**src/rtl/swd_pkg.sv**
```systemverilog
package swd_pkg;

  typedef enum logic {
    PS_SMALL = 1'b0,
    PS_LARGE = 1'b1
  } psel_e;

  // Length in input clocks of one prescaler period.
  function automatic int unsigned period_len(psel_e size, logic extra,
                                             int unsigned p_small,
                                             int unsigned p_large);
    int unsigned base;
    base = (size == PS_LARGE) ? p_large : p_small;
    return base + (extra ? 32'd1 : 32'd0);
  endfunction

endpackage

```
**src/rtl/swd_cfg_shadow.sv**
```systemverilog
module swd_cfg_shadow
  import swd_pkg::*;
#(
  parameter int N_W       = 12,
  parameter int A_W       = 6,
  parameter int A_SMALL_W = 5,
  parameter int DEF_N     = 2,
  parameter int DEF_A     = 0,
  parameter bit DEF_SEL   = 1'b0
) (
  input  logic           clk,
  input  logic           rst_n,
  input  logic           load,
  input  logic [N_W-1:0] n_in,
  input  logic [A_W-1:0] a_in,
  input  logic           sel_in,
  output logic [N_W-1:0] n_eff,
  output logic [A_W-1:0] a_eff,
  output psel_e          sel_eff
);
  localparam int CW = (N_W > A_W) ? N_W : A_W;
  localparam logic [A_W-1:0] SMALL_MASK = A_W'((1 << A_SMALL_W) - 1);

  logic [N_W-1:0] n_q;
  logic [A_W-1:0] a_q;
  psel_e          sel_q;

  always_ff @(posedge clk) begin
    if (!rst_n) begin
      n_q   <= N_W'(DEF_N);
      a_q   <= A_W'(DEF_A);
      sel_q <= psel_e'(DEF_SEL);
    end else if (load) begin
      n_q   <= n_in;
      a_q   <= a_in;
      sel_q <= psel_e'(sel_in);
    end
  end

  logic [A_W-1:0] a_masked;
  logic [CW-1:0]  a_ext, n_ext;

  always_comb begin
    n_eff    = (n_q == '0) ? N_W'(1) : n_q;
    a_masked = (sel_q == PS_LARGE) ? a_q : (a_q & SMALL_MASK);
    a_ext    = CW'(a_masked);
    n_ext    = CW'(n_eff);
    a_eff    = (a_ext > n_ext) ? A_W'(n_ext) : a_masked;
    sel_eff  = sel_q;
  end

  AST_LOAD_IGNORED: assert property (@(posedge clk) disable iff (!rst_n)
    !load |=> ($stable(n_q) && $stable(a_q) && $stable(sel_q)));

endmodule

```
**src/rtl/swd_count_chain.sv**
```systemverilog
module swd_count_chain
  import swd_pkg::*;
#(
  parameter int N_W = 12,
  parameter int A_W = 6
) (
  input  logic           clk,
  input  logic           rst_n,
  input  logic           pre_tc,
  input  logic [N_W-1:0] cfg_n,
  input  logic [A_W-1:0] cfg_a,
  input  psel_e          cfg_sel,
  output logic           cyc_end,
  output logic           nxt_long,
  output psel_e          nxt_sel
);
  localparam int CW = (N_W > A_W) ? N_W : A_W;

  logic [N_W-1:0] n_left;
  logic [A_W-1:0] a_left;
  psel_e          sel_act;

  logic           last_period;
  logic           restart;
  logic [A_W-1:0] a_dec;
  logic [A_W-1:0] a_nxt;

  always_comb begin
    last_period = (n_left == N_W'(1));
    cyc_end     = rst_n && pre_tc && last_period;
    restart     = !rst_n || cyc_end;
    a_dec       = (a_left != '0) ? a_left - A_W'(1) : '0;
    a_nxt       = restart ? cfg_a : a_dec;
    nxt_sel     = restart ? cfg_sel : sel_act;
    nxt_long    = (a_nxt != '0);
  end

  always_ff @(posedge clk) begin
    if (restart) begin
      n_left  <= cfg_n;
      a_left  <= cfg_a;
      sel_act <= cfg_sel;
    end else if (pre_tc) begin
      n_left  <= n_left - N_W'(1);
      a_left  <= a_dec;
    end
  end

  AST_MAIN_HOLD: assert property (@(posedge clk) disable iff (!rst_n)
    !pre_tc |=> $stable(n_left));
  AST_SWALLOW_LE_MAIN: assert property (@(posedge clk) disable iff (!rst_n)
    CW'(a_left) <= CW'(n_left));
  AST_MAIN_NONZERO: assert property (@(posedge clk) disable iff (!rst_n)
    n_left != '0);

endmodule

```
**src/rtl/swd_prescaler.sv**
```systemverilog
module swd_prescaler
  import swd_pkg::*;
#(
  parameter int P_SMALL = 32,
  parameter int P_LARGE = 64,
  parameter int PRE_W   = 7
) (
  input  logic  clk,
  input  logic  rst_n,
  input  logic  nxt_long,
  input  psel_e nxt_sel,
  output logic  pre_tc
);
  logic [PRE_W-1:0] pre_cnt;

  assign pre_tc = (pre_cnt == '0);

  always_ff @(posedge clk) begin
    if (!rst_n || pre_tc)
      pre_cnt <= PRE_W'(period_len(nxt_sel, nxt_long, P_SMALL, P_LARGE) - 1);
    else
      pre_cnt <= pre_cnt - PRE_W'(1);
  end

  AST_PRESCALE_RESTART: assert property (@(posedge clk) disable iff (!rst_n)
    pre_tc |=> (pre_cnt >= PRE_W'(P_SMALL - 1)));

endmodule

```
**src/rtl/swallow_divider.sv**
```systemverilog
module swallow_divider
  import swd_pkg::*;
#(
  parameter int N_W     = 12,
  parameter int A_W     = 6,
  parameter int P_SMALL = 32,
  parameter int P_LARGE = 64,
  parameter int DEF_N   = 2,
  parameter int DEF_A   = 0,
  parameter bit DEF_SEL = 1'b0
) (
  input  logic           clk,
  input  logic           rst_n,
  input  logic           load,
  input  logic           psel,
  input  logic [N_W-1:0] n_val,
  input  logic [A_W-1:0] a_val,
  output logic           pulse_out
);
  localparam int A_SMALL_W = $clog2(P_SMALL);
  localparam int PRE_W     = $clog2(P_LARGE + 2);

  logic [N_W-1:0] cfg_n;
  logic [A_W-1:0] cfg_a;
  psel_e          cfg_sel;
  logic           pre_tc;
  logic           cyc_end;
  logic           nxt_long;
  psel_e          nxt_sel;

  swd_cfg_shadow #(
    .N_W(N_W), .A_W(A_W), .A_SMALL_W(A_SMALL_W),
    .DEF_N(DEF_N), .DEF_A(DEF_A), .DEF_SEL(DEF_SEL)
  ) u_shadow (
    .clk(clk), .rst_n(rst_n), .load(load),
    .n_in(n_val), .a_in(a_val), .sel_in(psel),
    .n_eff(cfg_n), .a_eff(cfg_a), .sel_eff(cfg_sel)
  );

  swd_count_chain #(.N_W(N_W), .A_W(A_W)) u_chain (
    .clk(clk), .rst_n(rst_n), .pre_tc(pre_tc),
    .cfg_n(cfg_n), .cfg_a(cfg_a), .cfg_sel(cfg_sel),
    .cyc_end(cyc_end), .nxt_long(nxt_long), .nxt_sel(nxt_sel)
  );

  swd_prescaler #(.P_SMALL(P_SMALL), .P_LARGE(P_LARGE), .PRE_W(PRE_W)) u_pre (
    .clk(clk), .rst_n(rst_n), .nxt_long(nxt_long), .nxt_sel(nxt_sel),
    .pre_tc(pre_tc)
  );

  always_ff @(posedge clk) begin
    if (!rst_n) pulse_out <= 1'b0;
    else        pulse_out <= cyc_end;
  end

  AST_PULSE_SINGLE: assert property (@(posedge clk) disable iff (!rst_n)
    pulse_out |=> !pulse_out);

endmodule

```
**config.mk**
```make
export PLATFORM = sky130hd
export DESIGN_NAME = swallow_divider
export DESIGN_NICKNAME = d
export VERILOG_FILES = /design/src/rtl/swd_pkg.sv /design/src/rtl/swd_cfg_shadow.sv /design/src/rtl/swd_count_chain.sv /design/src/rtl/swd_prescaler.sv /design/src/rtl/swallow_divider.sv
export SDC_FILE = /design/constraint.sdc
export NUM_CORES = 1
export LEC_CHECK = 0
export ABC_AREA = 1
export BUFFER_PORTS_ARGS = -buffer_cell sky130_fd_sc_hd__buf_2
export CAP_MARGIN = 15
export CORE_MARGIN = 3
export CORE_UTILIZATION = 65
export CTS_BUF_LIST = sky130_fd_sc_hd__clkbuf_4
export DETAILED_ROUTE_END_ITERATION = 7
export MAX_ROUTING_LAYER = met4
export PLACE_DENSITY = 0.82
export SETUP_SLACK_MARGIN = 0.5
export SKIP_CTS_REPAIR_TIMING = 1
export SYNTH_ARGS = -nofsm -noshare
export SYNTH_HDL_FRONTEND = slang
export SYNTH_SLANG_ARGS = --single-unit
```
**constraint.sdc**
```tcl
create_clock -name clk -period 4.65 [get_ports clk]
set_input_delay 0.6975 -clock clk [delete_from_list [all_inputs] [get_ports clk]]
set_output_delay 0.6975 -clock clk [all_outputs]
set_load 0.02 [all_outputs]
```
After elaboration in Yosys (flattened, before gate mapping)
Cells that the tools add are included.

word-level totals
  register bits = 46
  bits of input ports = 22
  output and inout bits = 1
  logic and storage cells = 38

cells by class
  $add $sub $neg = 5
  magnitude comparators = 1
  eq/ne operators = 1
  mux-type cells = 13
  reductions and logical operators = 10

operator list
  kind                                                   count
  two-way mux 12 bit                                     3
  two-way mux 6 bit                                      6
  two-way mux 7 bit                                      2
  subtractor 7 x 1 -> 7 bit (second input constant)      2
  equality test 12 x 1 -> 1 bit (second input constant)  1
  > comparator 6 x 12 -> 1 bit                           1
  logical NOT 12 bit                                     1
  nonzero test 6 bit                                     2
  subtractor 12 x 1 -> 12 bit (second input constant)    1
  adder 7 bit                                            1
  logical NOT 7 bit                                      1
  subtractor 6 x 1 -> 6 bit (second input constant)      1
  logical AND 1 bit                                      2
  logical OR 1 bit                                       2
  two-way mux 1 bit                                      2
  nonzero test 2 bit                                     1
  logical NOT 1 bit                                      1

Logic depth before layout (Yosys ltp)
  word-level depth = 10
  depth in mapped cells = 22

By module
A second synthesis with hierarchy kept.

unflattened totals
  cells, all modules = 373
  area, all modules = 2800.2 um^2

by module, submodules not included
  module           instances  cells each  area an instance (um^2)  sequential area each (um^2)
  swd_count_chain  1          159         1308.8                   560.5
  swd_cfg_shadow   1          151         1021.0                   380.4
  swd_prescaler    1          60          442.9                    140.1
  swallow_divider  1          3           27.5                     20.0

Least setup slack after synthesis
No wires, ideal clock.

  path kind = reg2reg
  from = register u_shadow.n_q[2]
  to = register u_pre.pre_cnt[5]
  library setup time = 122 ps
  arrival time = 2162 ps
  data required time = 4528 ps
  slack = 2366 ps
  stages on the path, launching flop included = 19
  buffers on the path = 0
  cells stage by stage = dfxtp_1 > inv_1 > nand4_1 > nor2_1 > a21oi_1 > inv_1 > ha_1 > nand2_1 > nor3_1 > nor2_2 > nand2_2 > nand2_1 > nand3_1 > nand2_1 > nor2_2 > nand3_1 > ha_1 > nor2_1 > a21oi_1

between the ends
  cells in the longest elaborated chain, start to end = 10

RTL lines
  element                        line                   source
  start: declaration             swd_cfg_shadow.sv:24   logic [N_W-1:0] n_q;
  start signal: assignment       swd_cfg_shadow.sv:30   n_q <= N_W'(DEF_N);
  start signal: assignment       swd_cfg_shadow.sv:34   n_q <= n_in;
  logical NOT 12 bit             swd_cfg_shadow.sv:44   n_eff = (n_q == '0) ? N_W'(1) : n_q;
  two-way mux 12 bit (*)         swd_cfg_shadow.sv:44
  > comparator 6 x 12 -> 1 bit   swd_cfg_shadow.sv:48   a_eff = (a_ext > n_ext) ? A_W'(n_ext) : a_masked;
  two-way mux 6 bit (*)          swd_cfg_shadow.sv:48
  two-way mux 6 bit (*)          swd_count_chain.sv:33  a_nxt = restart ? cfg_a : a_dec;
  named net u_chain.a_nxt[2]     swd_count_chain.sv:26  logic [A_W-1:0] a_nxt;
  nonzero test 6 bit (*)         swd_count_chain.sv:35  nxt_long = (a_nxt != '0);
  two-way mux 1 bit (*)          swd_pkg.sv:14          return base + (extra ? 32'd1 : 32'd0);
  adder 7 bit (*)                swd_pkg.sv:14
  subtractor 7 x 1 -> 7 bit (*)  swd_prescaler.sv:20    pre_cnt <= PRE_W'(period_len(nxt_sel, nxt_long, P_SMALL, P_LARGE) - 1);
  two-way mux 7 bit (*)          swd_prescaler.sv:19    if (!rst_n || pre_tc)
  end signal: assignment         swd_prescaler.sv:20
  end signal: assignment         swd_prescaler.sv:22    pre_cnt <= pre_cnt - PRE_W'(1);
  end: declaration               swd_prescaler.sv:14    logic [PRE_W-1:0] pre_cnt;

The timed path passes the listed nets; every way through them passes the cells marked *.
A chain may end at the register's enable or synchronous reset.

Worst setup path in the final report
Same ends and word-level chain as after synthesis.

==> qor.yml <==
crit_type: "reg2reg"
worst_hold_path_type: "reg2reg"
finalWirelength_mm: 4.80
initial_utilization: 0.684
coreArea_sq_mm: 0.00369
hold_viol_final: 0
gp_congestion: 0.889
final_cell_mix: "nand2_1, inv_1, o21ai_0"
netlist_area_sq_mm: 0.00252
yosysWarningCount: 0
cp-end-kind: "flip-flop"
syn_nets: 350
worst_pin_slew_ns: 0.880
wl_per_cell_um: 12.4
area_growth_pct: 8.24
finalSetupViolCount: 0
total_power_mw: 1.14
leakage_nw: 1.29
peakVddDrop_mv: 0.234
first_pass_iters: 4
die_w_um: 68.3
grt_pass1_vias: 1885
final_core_util: 0.740
grt_max_degree: 35
grtUsageTotal: 0.240
layout-drive-gt1-share: 0.169
crit_buf_inv: 3
ant_nets: 0
worstSkewPairLatency_ns: 0.36
holdWs_ns: 0.471
startpoint_type: "flip-flop"
rsz0062_at_grt: "no"
yosysSeqAreaShare: 0.437
place_area_sq_mm: 0.00265
final_common_cell: "nand2_1"
fin_worst_skew_ns: 0.00891
syn_inst: 316
crit_fanout: 7
overflow: 0
pin_count: 23
antennaDiodeCount: 0
outcome: "complete, no violations"
antenna_found_initial: 0
clock.fmax_ghz: 0.371
slowest_stage: "dfxtp_1"
cp.required_ns: 4.92
synthDistinctLibCells: 34
final_area_sq_mm: 0.00273
tns_ns: 0
fill_cells: 294
cts_sinks: 46
chipHeight_um: 68.3
crit_top_cell: "nand2_1"
drcViolationCount: 0
port_buffers: 22
die-area_sq_mm: 0.00466
initialDrtViolationCount: 145
h-tree-depth: 2
fin_nets: 371
clk_pin_slew_ns: 0.14
crit_path_cell_trace: "inv_1 > nand4_1 > nor2_1 > a21oi_1 > inv_1 > ha_1 > inv_1 > nand2_1 > nand2_1 > nand2_1 > nand2_1 > nand2_1 > nand2_1 > nand2_2 > nand2_1 > nand3_1 > nand2_1 > nor2_2 > nand3_1 > ha_1 > nor2_1 > a21oi_1"
grt_pass1_wl_mm: 8.20
clock_path_buffers: 2
cts_buffers: 5
post-route-min-period_ns: 2.70
synth_edf_count: 18
finalCritPeriodShare: 0.580
vias: 2003
worst_path_largest_cell_delay_ns: 0.34
cp.arrival_ns: 2.96
power_density_mw_per_mm2: 417
synth_area_per_cell_sq_um: 7.98
critPathTopFamily: "simple AND/OR/NAND/NOR gates"
max_slew_margin: 0.412
root_buffer: "clkbuf_4"
synth.ff_latch_count: 46
ys.flop_type: "dfxtp_1"
async_reset_ff_frac: 0
cts_tree: "built"
drv_cap: 0
std_cell_rows: 22
viasPerCell: 5.19
hpwl_mm: 3.55
maxSlewViolCount: 0
[worst paths after layout]
kind / startpoint / slack [ns] / endpoint / cells after the start
setup / recovery: u_shadow.n_q[2] / 1.95 / u_pre.pre_cnt[5] / 22
hold reg to reg: u_shadow.n_q[11] / 0.47 / u_shadow.n_q[11] / 2
setup reg to reg: u_shadow.n_q[2] / 1.95 / u_pre.pre_cnt[5] / 22
hold / removal: u_shadow.n_q[11] / 0.47 / u_shadow.n_q[11] / 2
[flip-flops by register name (all words and copies together), names as in the netlist]
signal and count:
u_shadow.sel_eff 1, u_pre.pre_cnt 7, pulse_out 1, u_shadow.a_q 6
u_shadow.n_q 12, u_chain.sel_act 1, u_chain.n_left 12, u_chain.a_left 6
[final cells by class]
cell class / count / area (sq um) / share of cell area
multi-input cells: 215 / 1200 / 0.440
flip-flops and latches: 46 / 1100 / 0.403
repair buffers: 22 / 110 / 0.0403
well taps: 48 / 60.1 / 0.0220
clock buffers: 5 / 37.5 / 0.0138
inverters: 47 / 176 / 0.0646
clock inverters: 3 / 43.8 / 0.0160
[cells by family after synthesis]
group           share of synthesized area
buf+inv                            0.0873
compound gates                      0.121
flops                               0.437
xor+xnor                           0.0417
fa+ha+maj                          0.0596
simple gates                        0.254
[routing by layer]
metal,part of all wire,up-vias,global-route usage
li1,-,1065,-
met1,0.48,880,0.309
met2,0.46,53,0.396
met3,0.050,5,0.0542
met4,0.0073,0,0.0372
met5,0,-,-
[worst register-to-register path: stages (launching register included)]
cell,delay (ns)
dfxtp_1,0.34
inv_1,0.14
nand4_1,0.12
nor2_1,0.10
a21oi_1,0.07
inv_1,0.14
ha_1,0.17
inv_1,0.04
nand2_1,0.04
nand2_1,0.05
nand2_1,0.05
nand2_1,0.04
nand2_1,0.05
nand2_1,0.14
nand2_2,0.17
nand2_1,0.07
nand3_1,0.08
nand2_1,0.09
nor2_2,0.17
nand3_1,0.11
ha_1,0.28
nor2_1,0.10
a21oi_1,0.04
[through the flow]
| stage | setup slack, ns | cells |
|---|---|---|
| 5_1_grt | 1.55 | 386 |
| 3_5_place_dp | 1.85 | 378 |
| 6_report | 1.95 | 386 |
| 4_1_cts | 1.98 | 386 |
| 3_3_place_gp | 1.96 | 378 |
| 2_1_floorplan | 2.37 | 316 |
[cell usage after synthesis (2+ instances only)]
cell type	instances	share of area
or2_2	2	0.0050
inv_1	39	0.058
nor2_4	2	0.0089
o31ai_1	2	0.0060
nor3b_1	2	0.0060
nor2_1	26	0.039
a21oi_1	23	0.046
edfxtp_1	18	0.21
nor2_2	6	0.015
inv_2	8	0.012
o21ai_0	30	0.060
nor3_1	5	0.0099
clkbuf_1	3	0.0045
xor2_1	9	0.031
buf_2	2	0.0040
xnor2_1	3	0.010
nand2_4	3	0.013
dfxtp_1	28	0.22
or2_4	2	0.0069
a31oi_1	2	0.0050
nand3_1	17	0.034
ha_1	12	0.060
nand2_1	61	0.091
[report_power, final]
part | total [mW] | internal (mW) | leakage, nW | switching, mW
Combinational | 0.337 | 0.129 | 0.828 | 0.208
Clock | 0.250 | 0.114 | 0.0456 | 0.136
Sequential | 0.549 | 0.503 | 0.414 | 0.0462
No activity file was read; power rests on OpenSTA's default activity.
